`src/rtl/sram_spi_pkg.sv`:
```
// Shared types for the serial SRAM master: request operations, command
// bytes and the sequencer phases. Assumes one chip select per master.
package sram_spi_pkg;

    typedef enum logic [1:0] {
        OP_READ   = 2'd0,
        OP_WRITE  = 2'd1,
        OP_RDMODE = 2'd2,
        OP_WRMODE = 2'd3
    } sram_op_e;

    typedef enum logic [2:0] {
        PH_IDLE,
        PH_CMD,
        PH_ADDR,
        PH_DATA,
        PH_GAP
    } phase_e;

    localparam logic [7:0] CMD_BYTE_READ   = 8'h03;
    localparam logic [7:0] CMD_BYTE_WRITE  = 8'h02;
    localparam logic [7:0] CMD_BYTE_RDMODE = 8'h05;
    localparam logic [7:0] CMD_BYTE_WRMODE = 8'h01;

    // Command byte that goes on the wire for an operation.
    function automatic logic [7:0] cmd_byte(input sram_op_e op);
        case (op)
            OP_READ:   return CMD_BYTE_READ;
            OP_WRITE:  return CMD_BYTE_WRITE;
            OP_RDMODE: return CMD_BYTE_RDMODE;
            default:   return CMD_BYTE_WRMODE;
        endcase
    endfunction

endpackage

```
`src/rtl/spi_byte_shifter.sv`:
```
// One-byte SPI mode-0 shifter. A start pulse loads a byte and puts its MSB
// on MOSI while SCLK is low. Each SCLK half period is HALF_DIV system
// clocks. MISO is sampled on rising SCLK and MOSI advances on falling
// SCLK. Done pulses for one cycle after the eighth falling edge, with
// SCLK low again. Assumes start is raised only while the shifter is idle.
module spi_byte_shifter #(
    parameter int HALF_DIV = 2
) (
    input  logic       clk,
    input  logic       rst_n,
    input  logic       start,
    input  logic [7:0] din,
    input  logic       miso,
    output logic       sclk,
    output logic       mosi,
    output logic       done,
    output logic [7:0] dout
);
    localparam int CW = (HALF_DIV > 1) ? $clog2(HALF_DIV) : 1;
    localparam logic [CW-1:0] CNT_LAST = CW'(HALF_DIV - 1);

    logic          active;
    logic [CW-1:0] div_cnt;
    logic [2:0]    bit_idx;
    logic [7:0]    tx_sh;
    logic [7:0]    rx_sh;

    // Divide the clock, toggle SCLK and shift both directions.
    always_ff @(posedge clk) begin
        if (!rst_n) begin
            active  <= 1'b0;
            div_cnt <= '0;
            bit_idx <= '0;
            tx_sh   <= '0;
            rx_sh   <= '0;
            sclk    <= 1'b0;
            done    <= 1'b0;
        end else begin
            done <= 1'b0;
            if (start && !active) begin
                active  <= 1'b1;
                tx_sh   <= din;
                div_cnt <= '0;
                bit_idx <= '0;
                sclk    <= 1'b0;
            end else if (active) begin
                if (div_cnt == CNT_LAST) begin
                    div_cnt <= '0;
                    if (!sclk) begin
                        sclk  <= 1'b1;
                        rx_sh <= {rx_sh[6:0], miso};
                    end else begin
                        sclk <= 1'b0;
                        if (bit_idx == 3'd7) begin
                            active <= 1'b0;
                            done   <= 1'b1;
                        end else begin
                            bit_idx <= bit_idx + 3'd1;
                            tx_sh   <= {tx_sh[6:0], 1'b0};
                        end
                    end
                end else begin
                    div_cnt <= div_cnt + CW'(1);
                end
            end
        end
    end

    // MSB of the transmit register drives the line.
    always_comb mosi = tx_sh[7];
    // Captured byte is complete when done pulses.
    always_comb dout = rx_sh;

endmodule

```
`src/rtl/sram_frame_ctrl.sv`:
```
// Transaction sequencer for the serial SRAM master. It accepts a request
// while idle, lowers chip select, and walks through the command, address
// and data phases, starting the byte shifter once per byte. It then holds
// chip select high for CS_GAP cycles. Assumes a shifter that answers each
// start with exactly one done pulse.
module sram_frame_ctrl
    import sram_spi_pkg::*;
#(
    parameter int ADDR_BYTES = 2,
    parameter int LEN_W      = 16,
    parameter int CS_GAP     = 2
) (
    input  logic             clk,
    input  logic             rst_n,
    input  logic             req_valid,
    input  logic [1:0]       req_op,
    input  logic [23:0]      req_addr,
    input  logic [LEN_W-1:0] req_len,
    input  logic             tx_valid,
    input  logic [7:0]       tx_data,
    output logic             tx_ready,
    output logic             rx_valid,
    output logic [7:0]       rx_data,
    output logic             busy,
    output logic             cs_n,
    output logic             sh_start,
    output logic [7:0]       sh_din,
    input  logic             sh_done,
    input  logic [7:0]       sh_dout
);
    localparam int GW = $clog2(CS_GAP + 1);
    localparam logic [GW-1:0] GAP_LAST = GW'(CS_GAP - 1);
    localparam logic [1:0]    IDX_LAST = 2'(ADDR_BYTES - 1);

    phase_e           phase;
    sram_op_e         op_q;
    logic [23:0]      addr_q;
    logic [LEN_W-1:0] remain;
    logic [1:0]       addr_idx;
    logic             in_flight;
    logic [GW-1:0]    gap_cnt;
    logic             op_writes;
    logic             op_mode;
    logic [4:0]       addr_shamt;

    // Decode the latched operation.
    always_comb begin
        op_writes = (op_q == OP_WRITE) || (op_q == OP_WRMODE);
        op_mode   = (op_q == OP_RDMODE) || (op_q == OP_WRMODE);
    end

    // Handshake and shifter launch for the current phase.
    always_comb begin
        tx_ready = (phase == PH_DATA) && op_writes && !in_flight;
        sh_start = !in_flight &&
                   ((phase == PH_CMD) || (phase == PH_ADDR) ||
                    ((phase == PH_DATA) && (!op_writes || tx_valid)));
    end

    // Pick the byte to send: command, address byte (MSB first) or data.
    always_comb begin
        addr_shamt = {IDX_LAST - addr_idx, 3'b000};
        case (phase)
            PH_CMD:  sh_din = cmd_byte(op_q);
            PH_ADDR: sh_din = 8'(addr_q >> addr_shamt);
            PH_DATA: sh_din = op_writes ? tx_data : 8'h00;
            default: sh_din = 8'h00;
        endcase
    end

    // Busy spans the whole transaction including the chip-select gap.
    always_comb busy = (phase != PH_IDLE);

    // Phase sequencing, byte counting and received-byte strobe.
    always_ff @(posedge clk) begin
        if (!rst_n) begin
            phase     <= PH_IDLE;
            op_q      <= OP_READ;
            addr_q    <= '0;
            remain    <= '0;
            addr_idx  <= '0;
            in_flight <= 1'b0;
            gap_cnt   <= '0;
            cs_n      <= 1'b1;
            rx_valid  <= 1'b0;
            rx_data   <= '0;
        end else begin
            rx_valid <= 1'b0;
            if (sh_start) begin
                in_flight <= 1'b1;
            end
            case (phase)
                PH_IDLE: begin
                    if (req_valid) begin
                        op_q     <= sram_op_e'(req_op);
                        addr_q   <= req_addr;
                        addr_idx <= '0;
                        cs_n     <= 1'b0;
                        phase    <= PH_CMD;
                        if (req_op[1]) begin
                            remain <= LEN_W'(1);
                        end else begin
                            remain <= req_len;
                        end
                    end
                end
                PH_CMD: begin
                    if (sh_done) begin
                        in_flight <= 1'b0;
                        phase     <= op_mode ? PH_DATA : PH_ADDR;
                    end
                end
                PH_ADDR: begin
                    if (sh_done) begin
                        in_flight <= 1'b0;
                        if (addr_idx == IDX_LAST) begin
                            if (remain == '0) begin
                                phase   <= PH_GAP;
                                cs_n    <= 1'b1;
                                gap_cnt <= '0;
                            end else begin
                                phase <= PH_DATA;
                            end
                        end else begin
                            addr_idx <= addr_idx + 2'd1;
                        end
                    end
                end
                PH_DATA: begin
                    if (sh_done) begin
                        in_flight <= 1'b0;
                        if (!op_writes) begin
                            rx_valid <= 1'b1;
                            rx_data  <= sh_dout;
                        end
                        if (remain == LEN_W'(1)) begin
                            phase   <= PH_GAP;
                            cs_n    <= 1'b1;
                            gap_cnt <= '0;
                        end
                        remain <= remain - LEN_W'(1);
                    end
                end
                PH_GAP: begin
                    if (gap_cnt == GAP_LAST) begin
                        phase <= PH_IDLE;
                    end else begin
                        gap_cnt <= gap_cnt + GW'(1);
                    end
                end
                default: phase <= PH_IDLE;
            endcase
        end
    end

endmodule

```
`src/rtl/sram_spi_master.sv`:
```
// Top of the serial SRAM SPI master. It derives the address length from
// the device capacity and joins the transaction sequencer to the mode-0
// byte shifter. Assumes one memory on the bus and a fixed SCLK division.
module sram_spi_master #(
    parameter int MEM_KBIT = 256,
    parameter int SCK_HALF = 2,
    parameter int LEN_W    = 16,
    parameter int CS_GAP   = 2
) (
    input  logic             clk,
    input  logic             rst_n,
    input  logic             req_valid,
    input  logic [1:0]       req_op,
    input  logic [23:0]      req_addr,
    input  logic [LEN_W-1:0] req_len,
    input  logic             tx_valid,
    input  logic [7:0]       tx_data,
    output logic             tx_ready,
    output logic             rx_valid,
    output logic [7:0]       rx_data,
    output logic             busy,
    output logic             spi_cs_n,
    output logic             spi_sclk,
    output logic             spi_mosi,
    input  logic             spi_miso
);
    localparam int ADDR_BYTES = (MEM_KBIT > 512) ? 3 : 2;

    logic       sh_start;
    logic [7:0] sh_din;
    logic       sh_done;
    logic [7:0] sh_dout;

    sram_frame_ctrl #(
        .ADDR_BYTES (ADDR_BYTES),
        .LEN_W      (LEN_W),
        .CS_GAP     (CS_GAP)
    ) u_ctrl (
        .clk       (clk),
        .rst_n     (rst_n),
        .req_valid (req_valid),
        .req_op    (req_op),
        .req_addr  (req_addr),
        .req_len   (req_len),
        .tx_valid  (tx_valid),
        .tx_data   (tx_data),
        .tx_ready  (tx_ready),
        .rx_valid  (rx_valid),
        .rx_data   (rx_data),
        .busy      (busy),
        .cs_n      (spi_cs_n),
        .sh_start  (sh_start),
        .sh_din    (sh_din),
        .sh_done   (sh_done),
        .sh_dout   (sh_dout)
    );

    spi_byte_shifter #(
        .HALF_DIV (SCK_HALF)
    ) u_shift (
        .clk   (clk),
        .rst_n (rst_n),
        .start (sh_start),
        .din   (sh_din),
        .miso  (spi_miso),
        .sclk  (spi_sclk),
        .mosi  (spi_mosi),
        .done  (sh_done),
        .dout  (sh_dout)
    );

endmodule

```
`config.mk`:
```
export PLATFORM = sky130hd
export DESIGN_NAME = sram_spi_master
export DESIGN_NICKNAME = d
export VERILOG_FILES = /design/src/rtl/sram_spi_pkg.sv /design/src/rtl/spi_byte_shifter.sv /design/src/rtl/sram_frame_ctrl.sv /design/src/rtl/sram_spi_master.sv
export SDC_FILE = /design/constraint.sdc
export NUM_CORES = 1
export LEC_CHECK = 0
export BUFFER_PORTS_ARGS = -buffer_cell sky130_fd_sc_hd__buf_4
export CORE_MARGIN = 8
export CORE_UTILIZATION = 41
export CTS_CLUSTER_DIAMETER = 30
export DETAILED_ROUTE_END_ITERATION = 12
export PLACE_DENSITY = 0.68
export SLEW_MARGIN = 20
export SYNTH_ARGS = -nofsm -noshare
export SYNTH_HDL_FRONTEND = slang
export SYNTH_SLANG_ARGS = --single-unit
```
`constraint.sdc`:
```
create_clock -name clk -period 2.43 [get_ports clk]
set_clock_uncertainty 0.05 [all_clocks]
set_input_delay 0.3645 -clock clk [delete_from_list [all_inputs] [get_ports clk]]
set_output_delay 0.3645 -clock clk [all_outputs]
set_load 0.01 [all_outputs]
```
### After elaboration in Yosys (flattened, before gate mapping)

Cells that the tools add are included.

* shift-type cells: 1
* reduce and logical (&&, ||, !) cells: 39
* add/sub/neg operators: 6
* bitwise operators: 7
* equality and inequality tests: 22
* multiplexer cells: 52

Operators with widths (count)
* $mux 16: 3
* $mux 8: 6
* $pmux 16 s2: 1
* $mux 3: 8
* $pmux 8 s3: 1
* $shr 24x5->8: 1
* $reduce_and 7->1: 3
* $mux 1: 19
* $mux 2: 9
* $eq 16x1->1 const B: 1
* $logic_not 16->1: 1
* $reduce_and 4->1: 4
* $sub 16x1->16 const B: 1
* $pmux 3 s5: 1
* $ne 2x2->1 const B: 6
* $ne 2x1->1 const B: 5
* $reduce_bool 2->1: 5
* $pmux 3 s3: 1
* $reduce_and 3->1: 3
* $reduce_bool 3->1: 3
* $not 1->1: 7
* $eq 2x1->1 const B: 3
* $eq 3x2->1 const B: 2
* $eq 3x3->1 const B: 2
* 18 further kinds: 31

* word-level logic and storage cells: 144
* output and inout port bits: 14
* register bits: 83
* input bits: 55

### Depth between registers and ports, before layout

* word-level depth: 10
* depth in mapped cells: 7
* depth with buffers taken out: 6

### Cells and area by module

A second synthesis with hierarchy kept.

* cells, all modules: 504
* area, all modules: 4119.0 µm²

Modules (own cells, without submodules)
* sram_frame_ctrl: cells an instance 412, times used 1, area an instance 3151.8 µm², sequential area each 1201.2 µm²
* spi_byte_shifter: cells an instance 92, times used 1, area an instance 967.2 µm², sequential area each 460.4 µm²

### Least setup slack after synthesis

No wires, ideal clock.

* kind: register -> register
* from: register u_shift.bit_idx[0]
* to: register u_shift.tx_sh[2]
* period minus slack after synthesis: 1.887 ns
* arrival time: 1.716 ns
* setup slack: 0.543 ns
* cell stages (with the launch flop): 8
* data required time: 2.259 ns
* cell sequence: dfxtp_1 > ha_1 > ha_1 > nand4b_1 > buf_1 > mux2_2 > o21ai_0 > a21oi_1

* longest elaborated chain between the ends: 3

Ends and longest elaborated chain
* start: declaration: line spi_byte_shifter.sv:24 `logic [2:0] bit_idx;`
* start signal: assignment: line spi_byte_shifter.sv:58 `bit_idx <= bit_idx + 3'd1;`
* $eq 3x3->1: line spi_byte_shifter.sv:54 `if (bit_idx == 3'd7) begin`
* $ne 2x1->1 (no line)
* $reduce_and 4->1 (no line)
* end signal: assignment: line spi_byte_shifter.sv:42 `tx_sh <= din;`
* end signal: assignment: line spi_byte_shifter.sv:59 `tx_sh <= {tx_sh[6:0], 1'b0};`
* end: declaration: line spi_byte_shifter.sv:25 `logic [7:0] tx_sh;`

No other way between the ends.
A chain may end at the register's enable or synchronous reset.

### Final worst setup path

* from: register u_ctrl.phase[0]
* to: output tx_ready

* longest elaborated chain between the ends: 3

Ends and longest elaborated chain
* start: declaration: line sram_frame_ctrl.sv:35 `phase_e phase;`
* start signal: assignment: line sram_frame_ctrl.sv:110 `phase <= op_mode ? PH_DATA : PH_ADDR;`
* $eq 3x2->1: line sram_frame_ctrl.sv:54 `tx_ready = (phase == PH_DATA) && op_writes && !in_flight;`
* $logic_and 1x1->1 (2 in a row): line sram_frame_ctrl.sv:54
* end: declaration: line sram_spi_master.sv:18 `output logic tx_ready,`

No other way between the ends.

==> flow_metrics.env <==
export IMPL_outcome="completed"
export IMPL_wire_per_inst_um=15.3
export IMPL_ff2ff_path_depth=6
export IMPL_reg2reg_to="u_ctrl.gap_cnt[0]"
export IMPL_slowest_delay_ps=490
export IMPL_r2r_start="u_ctrl.remain[0]"
export IMPL_n_fill_cell=974
export IMPL_cts_sinks=83
export IMPL_p_per_area_nw_per_um2=582
export IMPL_diodes=0
export IMPL_seq_area_frac_synth_pct=39.4
export IMPL_vias=3898
export IMPL_routed_wl_um=10900
export IMPL_numCtsBuffers=9
export IMPL_drcViolationCount=0
export IMPL_gr_total_overflow=0
export IMPL_whs_path_depth=3
export IMPL_syn_nets=571
export IMPL_setup_ws_ps=207
export IMPL_syn_area_um2=4210
export IMPL_synth_cells=510
export IMPL_tns_ps=0
export IMPL_num_rows=37
export IMPL_cts_resized=0
export IMPL_dieArea_um2=13800
export IMPL_slew_headroom_pct=44.7
export IMPL_routed_via_density=5.50
export IMPL_grt_pass1_vias=3881
export IMPL_port_buffers=68
export IMPL_slew_violations=0
export IMPL_cp_end_kind="output port"
export IMPL_cts_tree="yes"
export IMPL_vdd_drop_max_mv=0.339
export IMPL_path_clk_slew_ps=100
export IMPL_cts_max_path_buffers=2
export IMPL_worstHoldPathType="in -> reg"
export IMPL_dp_slack_ps=363
export IMPL_fin_crit_sh_pct=91.5
export IMPL_cts_hold_buf=0
export IMPL_cp_cell_sequence="buf_4, and3b_1, and3_1, buf_4"
export IMPL_antenna_found_initial=0
export IMPL_num_nets_final=629
export IMPL_hold_end="u_ctrl.addr_q[22]"
export IMPL_dr_pass1_iters=4
export IMPL_grt_pass1_wl_um=18600
export IMPL_cp_data_required_time_ps=2020
export IMPL_worst_r2r_setup_slack_ps=300
export IMPL_start_kind="register"
export IMPL_placed_area_um2=4870
export IMPL_rsz0062_at_grt="false"
export IMPL_max_freq_mhz=450
export IMPL_hold_viol_final=0
export IMPL_cpMostUsedCell="buf_4"
export IMPL_critical_path_arrival_ps=1810
export IMPL_ys_ff_latch=83
export IMPL_cts_max_level=3
export IMPL_worst_pin_slew_ps=822
export IMPL_synth_distinct_cells=66
export IMPL_area_growth_pct=20.1
export IMPL_cts_root_buf="clkbuf_8"
export IMPL_gp_congestion=0.839
export IMPL_synth_enable_flop_cells=0
export IMPL_avgSynthCellArea_um2=8.26
export IMPL_grt_usage_pct=15.9
export IMPL_yosysWarnings=0
export IMPL_die_width_um=117
export IMPL_crit_path_max_fanout=12
export IMPL_drive_gt1_share_pct=21.3
export IMPL_hpwl_um=7690
export IMPL_die_y_um=117
export IMPL_finalSetupViolCount=0
export IMPL_path_class="reg -> out"
export IMPL_crit_slowest_cell="dfxtp_1"
export IMPL_first_iter_violations=228
export IMPL_finish_instance_area_um2=5060
export IMPL_hold_start="req_addr[22]"
export IMPL_synthFlopType="dfxtp_1"
export IMPL_p_leak_nw=2.00
export IMPL_antenna_left=0
export IMPL_insertion_delay_ps=370
export IMPL_grt_max_degree=48
export IMPL_io_pins=69
export IMPL_async_flop_share_pct=0
export IMPL_postCtsSetupBuffers=0
export IMPL_cap_violations=0
export IMPL_period_needed_ps=2220
export IMPL_core_area_um2=10100
export IMPL_start_util_pct=41.6
-- critical path, delay by kind of cell, from the launching register on --
kind | cells | cell delay, ps
simple gates | 2 | 570
flops | 1 | 490
buf+inv | 2 | 390
-- cell usage in the layout, fill, tap and decap left out, drive strengths merged, types with 3 or more instances in the layout --
cell type	instances
dfxtp	83
clkbuf	10
inv	15
nor4b	3
nor2	39
nand2b	4
o21a	11
o211ai	5
o21ai	17
ha	6
mux2	10
and2	4
nand3	6
nand4b	4
nand2	84
nor3	9
a221oi	7
and3	8
nor4	8
buf	85
a21oi	59
a31oi	8
a22oi	5
nand4	5
a211oi	9
or3b	4
nor2b	3
mux2i	20
nor3b	6
-- stage by stage --
stage	util (%)	std cells	hold WS, ps	power [mW]
floorplan	-	510	383	1.82
finish	49.9	709	179	2.94
CTS	49.9	709	163	2.97
global route	49.9	709	174	3.10
detailed placement	48.0	693	394	1.99
global placement	48.0	693	391	1.98
-- cells in the mapped netlist, drive strengths merged, types with 3 or more instances --
cell	number	share of area, %
or3b	4	0.83
o211ai	5	0.89
inv	11	0.98
a21oi	59	7.1
buf	9	1.3
and2	4	0.59
a221oi	7	1.8
clkbuf	29	2.6
ha	6	1.8
dfxtp	83	39
nor3b	6	1.2
a22oi	5	0.89
a31oi	8	1.2
nor3	9	1.1
nand3	6	0.71
nor2b	3	0.45
o21ai	17	2.0
o21a	11	2.0
nand2	84	7.5
nand2b	4	0.59
a211oi	9	1.6
nor4b	3	0.98
nand4b	4	0.83
mux2	10	2.7
and3	8	1.2
nand4	5	0.89
mux2i	20	4.8
nor4	8	1.7
nor2	39	3.5
-- cell families (layout without fill, tap and decap cells) --
group | count (synthesis) | count (layout) | share of synthesized area (%)
buffers and inverters | 49 | 112 | 4.90
AND/OR/NAND/NOR | 196 | 196 | 23.7
XOR/XNOR | 2 | 2 | 0.416
flip-flops | 83 | 83 | 39.4
AO/OA/AOI/OAI | 144 | 144 | 22.3
multiplexers | 30 | 30 | 7.42
adder cells (fa/ha/maj) | 6 | 6 | 1.78
-- layout make-up --
| type | count | area (um^2) | share of cell area, % |
|---|---|---|---|
| Multi-Input combinational cell | 378 | 2350 | 46.3 |
| Sequential cell | 83 | 1660 | 32.8 |
| Timing Repair Buffer | 85 | 651 | 12.9 |
| Tap cell | 136 | 170 | 3.36 |
| Clock buffer | 10 | 138 | 2.72 |
| Clock inverter | 6 | 55.1 | 1.09 |
| Inverter | 11 | 41.3 | 0.816 |
-- power breakdown --
| part | switching, mW | internal [mW] | total, mW |
|---|---|---|---|
| Combinational | 0.268 | 0.218 | 0.487 |
| Clock | 0.555 | 0.421 | 0.976 |
| Sequential | 0.0622 | 1.42 | 1.48 |
-- layer usage --
metal	vias up	GRT usage [%]	wire length, um
met1	1798	20.5	5030
met2	120	25.2	5000
met4	0	5.52	167
met3	14	4.03	681
met5	-	0	0
li1	1966	-	-
-- state kept, by name, summed over array words and instances, names as in the netlist --
| name | flops |
|---|---|
| u_ctrl.addr_idx | 2 |
| u_ctrl.addr_q | 24 |
| u_ctrl.cs_n | 1 |
| u_ctrl.gap_cnt | 2 |
| u_ctrl.in_flight | 1 |
| u_ctrl.op_q | 2 |
| u_ctrl.phase | 3 |
| u_ctrl.remain | 16 |
| u_ctrl.rx_data | 8 |
| u_ctrl.rx_valid | 1 |
| u_shift.active | 1 |
| u_shift.bit_idx | 3 |
| u_shift.div_cnt | 1 |
| u_shift.done | 1 |
| u_shift.dout | 8 |
| u_shift.sclk | 1 |
| u_shift.tx_sh | 8 |
-- worst max-delay path by stage --
stage,cells past startpoint,start,endpoint,slack [ps]
2_1_floorplan,7,u_shift.bit_idx[0],u_shift.tx_sh[2],540
3_3_place_gp,6,u_ctrl.remain[0],u_ctrl.gap_cnt[1],480
3_5_place_dp,6,u_ctrl.remain[0],u_ctrl.gap_cnt[0],360
4_1_cts,4,u_ctrl.phase[0],tx_ready,210
5_1_grt,6,u_ctrl.remain[0],u_ctrl.gap_cnt[0],90
6_report,4,u_ctrl.phase[0],tx_ready,210
Note: power is estimated with default switching activity, not from simulation.
